### src/rtl/pidf_pkg.sv
`timescale 1ns/1ps
package pidf_pkg;

    localparam int PKT_LEN = 188;
    localparam int PID_W   = 13;

    typedef struct packed {
        logic [PID_W-1:0] mask;
        logic [PID_W-1:0] pid;
    } pid_sel_t;

    typedef enum logic [1:0] {
        ST_RX,
        ST_SCAN,
        ST_COPY,
        ST_EVAL
    } dist_state_e;

    typedef enum logic [3:0] {
        RA_SEL  = 4'd0,
        RA_ENA  = 4'd1,
        RA_IEN  = 4'd2,
        RA_GLB  = 4'd3,
        RA_PID  = 4'd4,
        RA_BASE = 4'd5,
        RA_SIZE = 4'd6,
        RA_WPOS = 4'd7,
        RA_RPOS = 4'd8,
        RA_PEND = 4'd9,
        RA_OVLP = 4'd10
    } reg_addr_e;

    function automatic logic pid_hit(input logic [PID_W-1:0] pkt_pid,
                                     input pid_sel_t        sel);
        return ((pkt_pid ^ sel.pid) & sel.mask) == '0;
    endfunction

    function automatic logic [31:0] ring_fill(input logic [31:0] wp,
                                              input logic [31:0] rp,
                                              input logic [31:0] size);
        return (wp >= rp) ? (wp - rp) : (wp + size - rp);
    endfunction

endpackage

### src/rtl/pidf_pkt_capture.sv
`timescale 1ns/1ps
module pidf_pkt_capture
    import pidf_pkg::*;
#(
    parameter int CNT_W = 8
) (
    input  logic             clk,
    input  logic             rst,
    input  logic             accept,
    input  logic             in_valid,
    input  logic             in_sop,
    input  logic [7:0]       in_data,
    input  logic [CNT_W-1:0] rd_idx,
    output logic [7:0]       rd_data,
    output logic             done,
    output logic [PID_W-1:0] pid
);
    localparam logic [CNT_W-1:0] LAST_IDX = CNT_W'(PKT_LEN - 1);

    logic [7:0]       pkt_q [PKT_LEN];
    logic [CNT_W-1:0] cnt_q;
    logic             take;
    logic             store;

    assign take  = accept && in_valid;
    assign store = take && (in_sop || (cnt_q != '0));
    assign done  = take && !in_sop && (cnt_q == LAST_IDX);

    always_ff @(posedge clk) begin
        if (rst) begin
            cnt_q <= '0;
        end else if (take) begin
            if (in_sop)
                cnt_q <= CNT_W'(1);
            else if (cnt_q != '0)
                cnt_q <= (cnt_q == LAST_IDX) ? '0 : cnt_q + CNT_W'(1);
        end
    end

    always_ff @(posedge clk) begin
        if (store)
            pkt_q[in_sop ? '0 : cnt_q] <= in_data;
    end

    assign rd_data = pkt_q[rd_idx];
    assign pid     = {pkt_q[1][4:0], pkt_q[2]};

endmodule

### src/rtl/pidf_chan_bank.sv
`timescale 1ns/1ps
module pidf_chan_bank
    import pidf_pkg::*;
#(
    parameter int ADDR_W = 32,
    parameter int POS_W  = 16
) (
    input  logic              clk,
    input  logic              rst,
    input  logic              wr_pid,
    input  logic              wr_base,
    input  logic              wr_size,
    input  logic              wr_wpos,
    input  logic              wr_rpos,
    input  logic              hw_step,
    input  pid_sel_t          pid_in,
    input  logic [ADDR_W-1:0] base_in,
    input  logic [POS_W-1:0]  pos_in,
    input  logic [7:0]        thresh_in,
    output pid_sel_t          sel,
    output logic [ADDR_W-1:0] base,
    output logic [POS_W-1:0]  size,
    output logic [7:0]        thresh,
    output logic [POS_W-1:0]  wpos,
    output logic [POS_W-1:0]  rpos
);
    logic [POS_W-1:0] wpos_inc;

    assign wpos_inc = wpos + POS_W'(1);

    always_ff @(posedge clk) begin
        if (rst) begin
            sel    <= '0;
            base   <= '0;
            size   <= '0;
            thresh <= '0;
            wpos   <= '0;
            rpos   <= '0;
        end else begin
            if (wr_pid)  sel  <= pid_in;
            if (wr_base) base <= base_in;
            if (wr_size) begin
                size   <= pos_in;
                thresh <= thresh_in;
            end
            if (wr_rpos) rpos <= pos_in;
            // hardware advance takes precedence over a software write
            if (hw_step)
                wpos <= (wpos_inc == size) ? '0 : wpos_inc;
            else if (wr_wpos)
                wpos <= pos_in;
        end
    end

endmodule

### src/rtl/pidf_lowest_pick.sv
`timescale 1ns/1ps
module pidf_lowest_pick #(
    parameter int N     = 4,
    parameter int IDX_W = 2
) (
    input  logic [N-1:0]     req,
    output logic             any,
    output logic [IDX_W-1:0] idx
);
    always_comb begin
        any = |req;
        idx = '0;
        for (int i = N - 1; i >= 0; i--) begin
            if (req[i]) idx = IDX_W'(i);
        end
    end
endmodule

### src/rtl/pid_ring_filter.sv
`timescale 1ns/1ps
module pid_ring_filter
    import pidf_pkg::*;
#(
    parameter int NUM_CH = 4,
    parameter int ADDR_W = 32,
    parameter int POS_W  = 16
) (
    input  logic        clk,
    input  logic        rst,
    input  logic        in_valid,
    input  logic        in_sop,
    input  logic [7:0]  in_data,
    output logic        in_ready,
    input  logic        reg_we,
    input  logic [3:0]  reg_addr,
    input  logic [31:0] reg_wdata,
    output logic [31:0] reg_rdata,
    output logic        mem_wr_valid,
    output logic [31:0] mem_wr_addr,
    output logic [7:0]  mem_wr_data,
    output logic        irq
);
    localparam int IDX_W = (NUM_CH > 1) ? $clog2(NUM_CH) : 1;
    localparam int CNT_W = $clog2(PKT_LEN);
    localparam logic [CNT_W-1:0] LAST_IDX = CNT_W'(PKT_LEN - 1);

    dist_state_e       state_q;
    logic [IDX_W-1:0]  ch_idx_q, cur_q, pick_idx;
    logic [NUM_CH-1:0] ena_q, ien_q, pend_q, ovlp_q, todo_q;
    logic [NUM_CH-1:0] hit_vec, hw_step, pend_set, ovlp_set;
    logic              glb_en_q, pick_any, room_ok, cap_done;
    logic [CNT_W-1:0]  byte_idx_q;
    logic [PID_W-1:0]  cap_pid;
    logic [ADDR_W-1:0] cur_base;

    pid_sel_t          ch_sel    [NUM_CH];
    logic [ADDR_W-1:0] ch_base   [NUM_CH];
    logic [POS_W-1:0]  ch_size   [NUM_CH];
    logic [7:0]        ch_thresh [NUM_CH];
    logic [POS_W-1:0]  ch_wpos   [NUM_CH];
    logic [POS_W-1:0]  ch_rpos   [NUM_CH];
    logic [31:0]       ch_fill   [NUM_CH];

    // ---------------- register write decode ----------------
    logic wa_sel, wa_pid, wa_base, wa_size, wa_wpos, wa_rpos, wa_pend, wa_ovlp;
    assign wa_sel  = reg_we && (reg_addr == RA_SEL);
    assign wa_pid  = reg_we && (reg_addr == RA_PID);
    assign wa_base = reg_we && (reg_addr == RA_BASE);
    assign wa_size = reg_we && (reg_addr == RA_SIZE);
    assign wa_wpos = reg_we && (reg_addr == RA_WPOS);
    assign wa_rpos = reg_we && (reg_addr == RA_RPOS);
    assign wa_pend = reg_we && (reg_addr == RA_PEND);
    assign wa_ovlp = reg_we && (reg_addr == RA_OVLP);

    pid_sel_t pid_in;
    assign pid_in.pid  = reg_wdata[PID_W-1:0];
    assign pid_in.mask = reg_wdata[16 +: PID_W];

    // ---------------- packet capture ----------------
    assign in_ready = (state_q == ST_RX);

    pidf_pkt_capture #(.CNT_W(CNT_W)) u_cap (
        .clk      (clk),
        .rst      (rst),
        .accept   (in_ready),
        .in_valid (in_valid),
        .in_sop   (in_sop),
        .in_data  (in_data),
        .rd_idx   (byte_idx_q),
        .rd_data  (mem_wr_data),
        .done     (cap_done),
        .pid      (cap_pid)
    );

    // ---------------- channel banks ----------------
    for (genvar c = 0; c < NUM_CH; c++) begin : g_ch
        logic here;
        assign here       = (ch_idx_q == IDX_W'(c));
        assign hw_step[c] = (state_q == ST_COPY) && (cur_q == IDX_W'(c));
        assign hit_vec[c] = ena_q[c] && pid_hit(cap_pid, ch_sel[c]);
        assign ch_fill[c] = ring_fill(32'(ch_wpos[c]), 32'(ch_rpos[c]), 32'(ch_size[c]));

        pidf_chan_bank #(.ADDR_W(ADDR_W), .POS_W(POS_W)) u_bank (
            .clk       (clk),
            .rst       (rst),
            .wr_pid    (wa_pid  && here),
            .wr_base   (wa_base && here),
            .wr_size   (wa_size && here),
            .wr_wpos   (wa_wpos && here),
            .wr_rpos   (wa_rpos && here),
            .hw_step   (hw_step[c]),
            .pid_in    (pid_in),
            .base_in   (reg_wdata[ADDR_W-1:0]),
            .pos_in    (reg_wdata[POS_W-1:0]),
            .thresh_in (reg_wdata[31:24]),
            .sel       (ch_sel[c]),
            .base      (ch_base[c]),
            .size      (ch_size[c]),
            .thresh    (ch_thresh[c]),
            .wpos      (ch_wpos[c]),
            .rpos      (ch_rpos[c])
        );
    end

    pidf_lowest_pick #(.N(NUM_CH), .IDX_W(IDX_W)) u_pick (
        .req (todo_q),
        .any (pick_any),
        .idx (pick_idx)
    );

    assign room_ok = (ch_fill[pick_idx] + 32'(PKT_LEN)) < 32'(ch_size[pick_idx]);

    always_comb begin
        ovlp_set = '0;
        pend_set = '0;
        if (state_q == ST_SCAN && pick_any && !room_ok)
            ovlp_set[pick_idx] = 1'b1;
        if (state_q == ST_EVAL &&
            ch_fill[cur_q] >= 32'(ch_thresh[cur_q]) * 32'(PKT_LEN))
            pend_set[cur_q] = 1'b1;
    end

    // ---------------- distribution engine ----------------
    always_ff @(posedge clk) begin
        if (rst) begin
            state_q    <= ST_RX;
            todo_q     <= '0;
            cur_q      <= '0;
            byte_idx_q <= '0;
        end else begin
            case (state_q)
                ST_RX: if (cap_done) begin
                    todo_q  <= hit_vec;
                    state_q <= ST_SCAN;
                end
                ST_SCAN: begin
                    if (!pick_any) begin
                        state_q <= ST_RX;
                    end else begin
                        cur_q            <= pick_idx;
                        todo_q[pick_idx] <= 1'b0;
                        if (room_ok) begin
                            byte_idx_q <= '0;
                            state_q    <= ST_COPY;
                        end
                    end
                end
                ST_COPY: begin
                    byte_idx_q <= byte_idx_q + CNT_W'(1);
                    if (byte_idx_q == LAST_IDX) state_q <= ST_EVAL;
                end
                default: state_q <= ST_SCAN;
            endcase
        end
    end

    // ---------------- global registers and status ----------------
    always_ff @(posedge clk) begin
        if (rst) begin
            ch_idx_q <= '0;
            ena_q    <= '0;
            ien_q    <= '0;
            glb_en_q <= 1'b0;
            pend_q   <= '0;
            ovlp_q   <= '0;
        end else begin
            if (wa_sel) ch_idx_q <= reg_wdata[IDX_W-1:0];
            if (reg_we && reg_addr == RA_ENA) ena_q <= reg_wdata[NUM_CH-1:0];
            if (reg_we && reg_addr == RA_IEN) ien_q <= reg_wdata[NUM_CH-1:0];
            if (reg_we && reg_addr == RA_GLB) glb_en_q <= reg_wdata[0];
            pend_q <= (pend_q & ~(wa_pend ? reg_wdata[NUM_CH-1:0] : '0)) | pend_set;
            ovlp_q <= (ovlp_q & ~(wa_ovlp ? reg_wdata[NUM_CH-1:0] : '0)) | ovlp_set;
        end
    end

    assign irq = glb_en_q && |(pend_q & ien_q);

    // ---------------- memory request ----------------
    assign cur_base     = ch_base[cur_q];
    assign mem_wr_valid = (state_q == ST_COPY);
    assign mem_wr_addr  = 32'(cur_base + ADDR_W'(ch_wpos[cur_q]));

    // ---------------- read window ----------------
    always_comb begin
        case (reg_addr)
            RA_SEL:  reg_rdata = 32'(ch_idx_q);
            RA_ENA:  reg_rdata = 32'(ena_q);
            RA_IEN:  reg_rdata = 32'(ien_q);
            RA_GLB:  reg_rdata = 32'(glb_en_q);
            RA_PID:  reg_rdata = {3'b0, ch_sel[ch_idx_q].mask, 3'b0, ch_sel[ch_idx_q].pid};
            RA_BASE: reg_rdata = 32'(ch_base[ch_idx_q]);
            RA_SIZE: reg_rdata = {ch_thresh[ch_idx_q], 24'(ch_size[ch_idx_q])};
            RA_WPOS: reg_rdata = 32'(ch_wpos[ch_idx_q]);
            RA_RPOS: reg_rdata = 32'(ch_rpos[ch_idx_q]);
            RA_PEND: reg_rdata = 32'(pend_q);
            RA_OVLP: reg_rdata = 32'(ovlp_q);
            default: reg_rdata = '0;
        endcase
    end

endmodule

### config.mk
export PLATFORM = sky130hd
export DESIGN_NAME = pid_ring_filter
export DESIGN_NICKNAME = d
export VERILOG_FILES = /design/src/rtl/pidf_pkg.sv /design/src/rtl/pidf_pkt_capture.sv /design/src/rtl/pidf_chan_bank.sv /design/src/rtl/pidf_lowest_pick.sv /design/src/rtl/pid_ring_filter.sv
export SDC_FILE = /design/constraint.sdc
export NUM_CORES = 2
export LEC_CHECK = 0
export ABC_AREA = 1
export BUFFER_PORTS_ARGS = -buffer_cell sky130_fd_sc_hd__buf_2
export CAP_MARGIN = 20
export CORE_MARGIN = 1
export CORE_UTILIZATION = 37
export CTS_BUF_LIST = sky130_fd_sc_hd__clkbuf_8
export CTS_CLUSTER_SIZE = 14
export DETAILED_ROUTE_END_ITERATION = 7
export MAX_ROUTING_LAYER = met4
export PLACE_DENSITY = 0.52
export SETUP_SLACK_MARGIN = 0.2
export SLEW_MARGIN = 10
export SYNTH_ARGS = -nofsm -noshare
export SYNTH_HDL_FRONTEND = slang
export SYNTH_SLANG_ARGS = --single-unit
### constraint.sdc
create_clock -name clk -period 8.5 [get_ports clk]
set_input_delay 0.425 -clock clk [delete_from_list [all_inputs] [get_ports clk]]
set_output_delay 0.425 -clock clk [all_outputs]
set_load 0.01 [all_outputs]
== After elaboration in Yosys (flattened, before gate mapping) ==
Memory sizes are Yosys's and may differ from the RTL's. A register that Yosys moved wholly into a read port is not among the register bits.
Index checks and enable logic that the tools add are counted.

* Bits in registers: 499
* Latch bits: 0
* Memory bits (writable): 1,504
* Memory bits (read-only): 0
* Logic and storage cells: 283
* Memories: 1

{| class="wikitable"
|+ Memories
! memory !! words !! width !! read ports !! clocked after memory_dff !! write ports !! line !! RTL
|-
| u_cap.pkt_q || 188 || 8 || 3 || 1 || 1 || pidf_pkt_capture.sv:20 || <nowiki>logic [7:0] pkt_q [PKT_LEN];</nowiki>
|}

* $add $sub $neg: 20
* Multipliers: 1
* Divide/modulo/power cells: 0
* $lt $le $gt $ge: 13
* Equal/unequal tests: 30
* Shifts and indexed selects: 0
* Muxes and demuxes: 84
* Bitwise gates (word level): 20
* Reduce and logical (&&, ||, !) cells: 75

{| class="wikitable"
|+ Operator list
! kind !! count
|-
| $mux 32 || 12
|-
| $mux 16 || 22
|-
| $pmux 32 s11 || 1
|-
| $bmux 32 s2 || 4
|-
| $bmux 16 s2 || 5
|-
| $mux 8 || 12
|-
| $sub 17x16->18 || 4
|-
| $add 16x16->17 || 4
|-
| $sub 16x16->17 || 4
|-
| $add 16x1->16 const B || 4
|-
| $eq 16x16->1 || 4
|-
| $ge 16x16->1 || 4
|-
| $and 13x13->13 || 4
|-
| $bmux 26 s2 || 1
|-
| $logic_not 13->1 || 4
|-
| $mux 26 || 2
|-
| $xor 13x13->13 || 4
|-
| $logic_and 1x1->1 || 49
|-
| $add 32x16->32 || 1
|-
| $add 32x8->32 const B || 1
|-
| $bmux 8 s2 || 2
|-
| $ge 32x16->1 || 1
|-
| $lt 32x16->1 || 1
|-
| $mux 4 || 6
|-
| 34 further kinds || 87
|}

== Longest topological paths before layout ==
* Depth in word-level cells: 15
* Gate-level depth with buffers: 35
* Mapped depth without buffers: 35

== By module ==
Synthesis repeated with hierarchy kept, for this count alone.

* Cells, all modules: 12,142
* Area total of the unflattened synthesis: 104,681.6 um2

{| class="wikitable"
|+ Modules (own cells, without submodules)
! module !! instances !! cells each !! area each (um2) !! sequential area each (um2)
|-
| pidf_pkt_capture || 1 || 5,166 || 61,622.9 || 45,323.5
|-
| pid_ring_filter || 1 || 4,199 || 23,428.7 || 700.7
|-
| pidf_chan_bank || 4 || 692 || 4,895.9 || 2,282.2
|-
| pidf_lowest_pick || 1 || 9 || 46.3 || 0.0
|}

== Worst setup path after synthesis ==
No wires, ideal clock.

* Path kind: reg-to-reg
* Start: reg cur_q[0]
* End: reg pend_q[1]
* Setup time: 70 ps
* Arrival: 6,143 ps
* Slack: 2,286 ps
* Stages on the path, launching flop included: 33
* Path through: dfxtp_1 inv_1 nor2_1 clkbuf_1 buf_1 clkbuf_1 a22oi_1 o221ai_1 inv_1 fa_1 inv_1 ha_1 inv_1 fa_1 fa_1 o21ai_0 a21oi_1 o21bai_1 a21oi_1 o21ai_0 a21o_1 a21oi_1 xor2_1 ha_1 nand2_1 nor3_1 nand2_1 nor3_1 a31oi_1 nand2_1 o21a_1 nand2_1 a21oi_1

* Longest elaborated chain between the ends: 9
* Elaborated cells on any way between the ends: 17
* Those cells by class: mul: 1; order compare: 3; mux: 9; bitwise: 2; reduce/logical: 2

{| class="wikitable"
|+ RTL lines
! item !! line !! RTL
|-
| start, declared || pid_ring_filter.sv:29 || <nowiki>logic [IDX_W-1:0] ch_idx_q, cur_q, pick_idx;</nowiki>
|-
| start signal, assigned || pid_ring_filter.sv:141 || <nowiki>cur_q <= pick_idx;</nowiki>
|-
| $not 2->3 (implied by the code) || pid_ring_filter.sv:120 || <nowiki>ch_fill[cur_q] >= 32'(ch_thresh[cur_q]) * 32'(PKT_LEN))</nowiki>
|-
| $bmux 8 s2 || pid_ring_filter.sv:120 ||
|-
| $mux 8 (implied by the code) (2 in a row) || pid_ring_filter.sv:120 ||
|-
| $mul 8x6->14 || pid_ring_filter.sv:120 ||
|-
| $ge 32x16->1 || pid_ring_filter.sv:120 ||
|-
| $logic_and 1x1->1 || pid_ring_filter.sv:119 || <nowiki>if (state_q == ST_EVAL &&</nowiki>
|-
| $mux 4 * || pid_ring_filter.sv:119 ||
|-
| $or 4x4->4 * || pid_ring_filter.sv:172 || <nowiki>pend_q <= (pend_q & ~(wa_pend ? reg_wdata[NUM_CH-1:0] : '0)) | pend_set;</nowiki>
|-
| end signal, assigned || pid_ring_filter.sv:172 ||
|-
| end, declared || pid_ring_filter.sv:30 || <nowiki>logic [NUM_CH-1:0] ena_q, ien_q, pend_q, ovlp_q, todo_q;</nowiki>
|}

Mark *: on every way between the ends. The rest lies on a longest branch, timed or not. The select of a mux whose other input is x is not followed.
A chain may end at the register's enable or synchronous reset.

== Worst setup path in the final report ==
* Start: reg cur_q[1]
* End: reg pend_q[1]

Same word-level chain as after synthesis.

==> results.cfg <==
[grt]
grtUsageMet3_pct = 4.22
grt_pass1_vias = 78800
grt_use_met1_pct = 34.8
grt_pass1_wl_mm = 553
antenna_found_initial = 25
grtUsageTotal_pct = 28.4
grt.busiest_layer = met2
grt_max_degree = 199
overflow = 0
use_met2_pct = 45.5

[sta]
drv_slew = 0
tightest_slew_ns = 1.16
max-slew-margin-rel_pct = 21.9
holdWs_ns = 0.149
setup_viol = 0
rsz0062_at_grt = false
fin_crit_sh_pct = 81.5
fin_tns_setup_ns = 0
fin_skew_ns = 0.0749
clock.fmax_ghz = 0.144
fin_ws_ns = 1.57
finalCriticalPeriod_ns = 6.93
finalHoldViolations = 0

[synth]
ys.flop_type = edfxtp_1
synth_cell_types = 75
synth_nets = 11200
yosysWarnings = 0
ys_seq_area_share_pct = 55.3
synth_edf_count = 1504
synth_cells = 10800
syn_avg_cell_area_sq_um = 9.25
synth.ff_latch_count = 2011
syn_area_sq_um = 100000
async_flop_share_pct = 0

[setup_path]
endpoint_kind = flop
crit_fanout = 25
crit_slowest_cell = fa_1
cp_slowest_stage_delay_ns = 0.56
critical_path_class = flop to flop
arrival_ns = 7.85
startpoint_type = flop
crit_required_ns = 9.42

[drt]
vias_per_cell = 5.66
firstDrtPassIters = 8
vias = 82800
ant_nets = 0
route.final.wire_length_mm = 387
routedWlPerCell_um = 26.5
drtIter0Drc = 8916
drc_errors = 0

[finish]
final_common_cell = nor2_1
finalCoreUtilization_pct = 41.3
mostFrequentLayoutCells = nor2_1 (1583), o21ai_0 (1552), edfxtp_1 (1504)
nNetsFinal = 11200
drive_gt1_share_pct = 7.61
synthToLayoutAreaGrowth_pct = 10.9
fill_cells = 26500

[cts]
cts.sinks = 2011
cts.repair.resized = 0
hold_buffers = 45
postCtsSetupRepairBufs = 0
cts_max_level = 5
clk_pin_slew_worst_paths_ns = 0.06
clk_latency_ns = 1.05
root_buffer = clkbuf_8
cts_tree = done
cts_buffers = 356
clk_path_buf_depth = 4

[floorplanning]
initial_core_util_pct = 37.2
die_h_um = 522
design.portCount = 124
fp.dieArea_sq_um = 272000
dieWidth_um = 522
core-area_sq_um = 268000
num_rows = 190

[power_and_ir_drop]
p_total_uw = 20900
vdd_drop_max_uv = 164
leakage_uw = 0.0413
power_density_nw_per_um2 = 189

[worst_hold_path]
min_path_type = input port to flop

[placed_design]
gp_congestion = 1.06
numPortBuffers = 123
hpwl_mm = 260
place_ws_ns = 1.48

[flow_run]
maxCapViolations = 0

[outcome]
status = finished clean
==> cell type report <==
type                    instances  area (sq um)  share of cell area [%]
repair buffers                289          2220                    2.01
clock inverters               229          1340                    1.21
diodes                         13          32.5                  0.0293
flip-flops and latches       2011         55300                    49.9
inverters                    1010          3830                    3.45
well taps                    3552          4440                    4.01
clock buffers                 382          5260                    4.74
multi-input cells            7135         38400                    34.6
==> per-layer routing <==
layer / up-vias / part of all wire, %
met3: 819 / 6.8
li1: 37900 / -
met1: 40600 / 40
met5: - / 0
met4: 0 / 5.8
met2: 3502 / 47
==> through the flow <==
step | instances | area (sq um)
2_1_floorplan | 10800 | 100000
3_3_place_gp | 13900 | 104000
3_5_place_dp | 13900 | 104000
4_1_cts | 14600 | 111000
5_1_grt | 14600 | 111000
6_report | 14600 | 111000
==> power by group <==
group          internal (uW)  switching (uW)  total (uW)
Combinational            446            1210        1660
Clock                   4470            4220        8680
Sequential             10600            18.9       10600
Total                  15500            5450       20900
==> cells in the mapped netlist, types with 12 or more instances <==
library cell / number / area, sq um
a31oi_1: 21 / 131
buf_1: 53 / 199
a22oi_1: 122 / 916
nand3_1: 479 / 2400
or2_2: 15 / 93.8
nor2_2: 14 / 87.6
nor3_1: 59 / 295
o221ai_1: 195 / 1710
o21bai_1: 12 / 90.1
xnor2_1: 28 / 245
nand2_2: 24 / 150
clkinv_1: 15 / 56.3
inv_1: 976 / 3660
nand4_1: 71 / 444
nor3b_1: 12 / 90.1
o32ai_1: 18 / 158
dfxtp_1: 507 / 10100
fa_1: 86 / 1720
nor4_1: 21 / 131
o22ai_1: 466 / 2920
a21o_1: 21 / 158
nand3_2: 12 / 120
o21ai_0: 1553 / 7770
nor2_1: 1591 / 5970
ha_1: 218 / 2730
inv_2: 18 / 67.6
edfxtp_1: 1504 / 45200
a221oi_1: 12 / 105
clkbuf_1: 576 / 2160
a21oi_1: 543 / 2720
nand3b_1: 16 / 120
xor2_1: 149 / 1310
nand2_1: 1267 / 4760
==> cells by family after synthesis <==
family / share of synthesized area, %
AND/OR/NAND/NOR: 15.1
AO/OA/AOI/OAI: 17.2
flip-flops: 55.3
buffers and inverters: 6.34
adder cells (fa/ha/maj): 4.45
XOR/XNOR: 1.55
==> critical path, delay by kind of cell (launching register included) <==
family          cells  cell delay (ns)
compound gates     11             2.26
fa+ha+maj           5             2.14
simple gates        7             1.11
buf+inv             5             0.64
flops               1             0.51
xor+xnor            1             0.15
==> flip-flops by register name (all words and copies together) (netlist names), named ones only <==
register            count
byte_idx_q              8
ch_idx_q                2
cur_q                   2
ena_q                   4
g_ch.u_bank.base      128
g_ch.u_bank.rpos       64
g_ch.u_bank.sel       104
g_ch.u_bank.size       64
g_ch.u_bank.thresh     32
g_ch.u_bank.wpos       64
glb_en_q                1
ien_q                   4
ovlp_q                  4
pend_q                  4
state_q                 2
todo_q                  4
u_cap.cnt_q             8
u_cap.pkt_q          1504
==> final timing paths <==
path                                from                     end  slack, ns  cells after the start
setup / recovery                cur_q[1]               pend_q[1]       1.57                     29
hold / removal              reg_wdata[5]   g_ch[2].u_bank.sel[5]       0.15                      3
setup reg to reg                cur_q[1]               pend_q[1]       1.57                     29
hold reg to reg   g_ch[0].u_bank.sel[23]  g_ch[0].u_bank.sel[23]       0.47                      2
No activity file was read; power rests on OpenSTA's default activity.
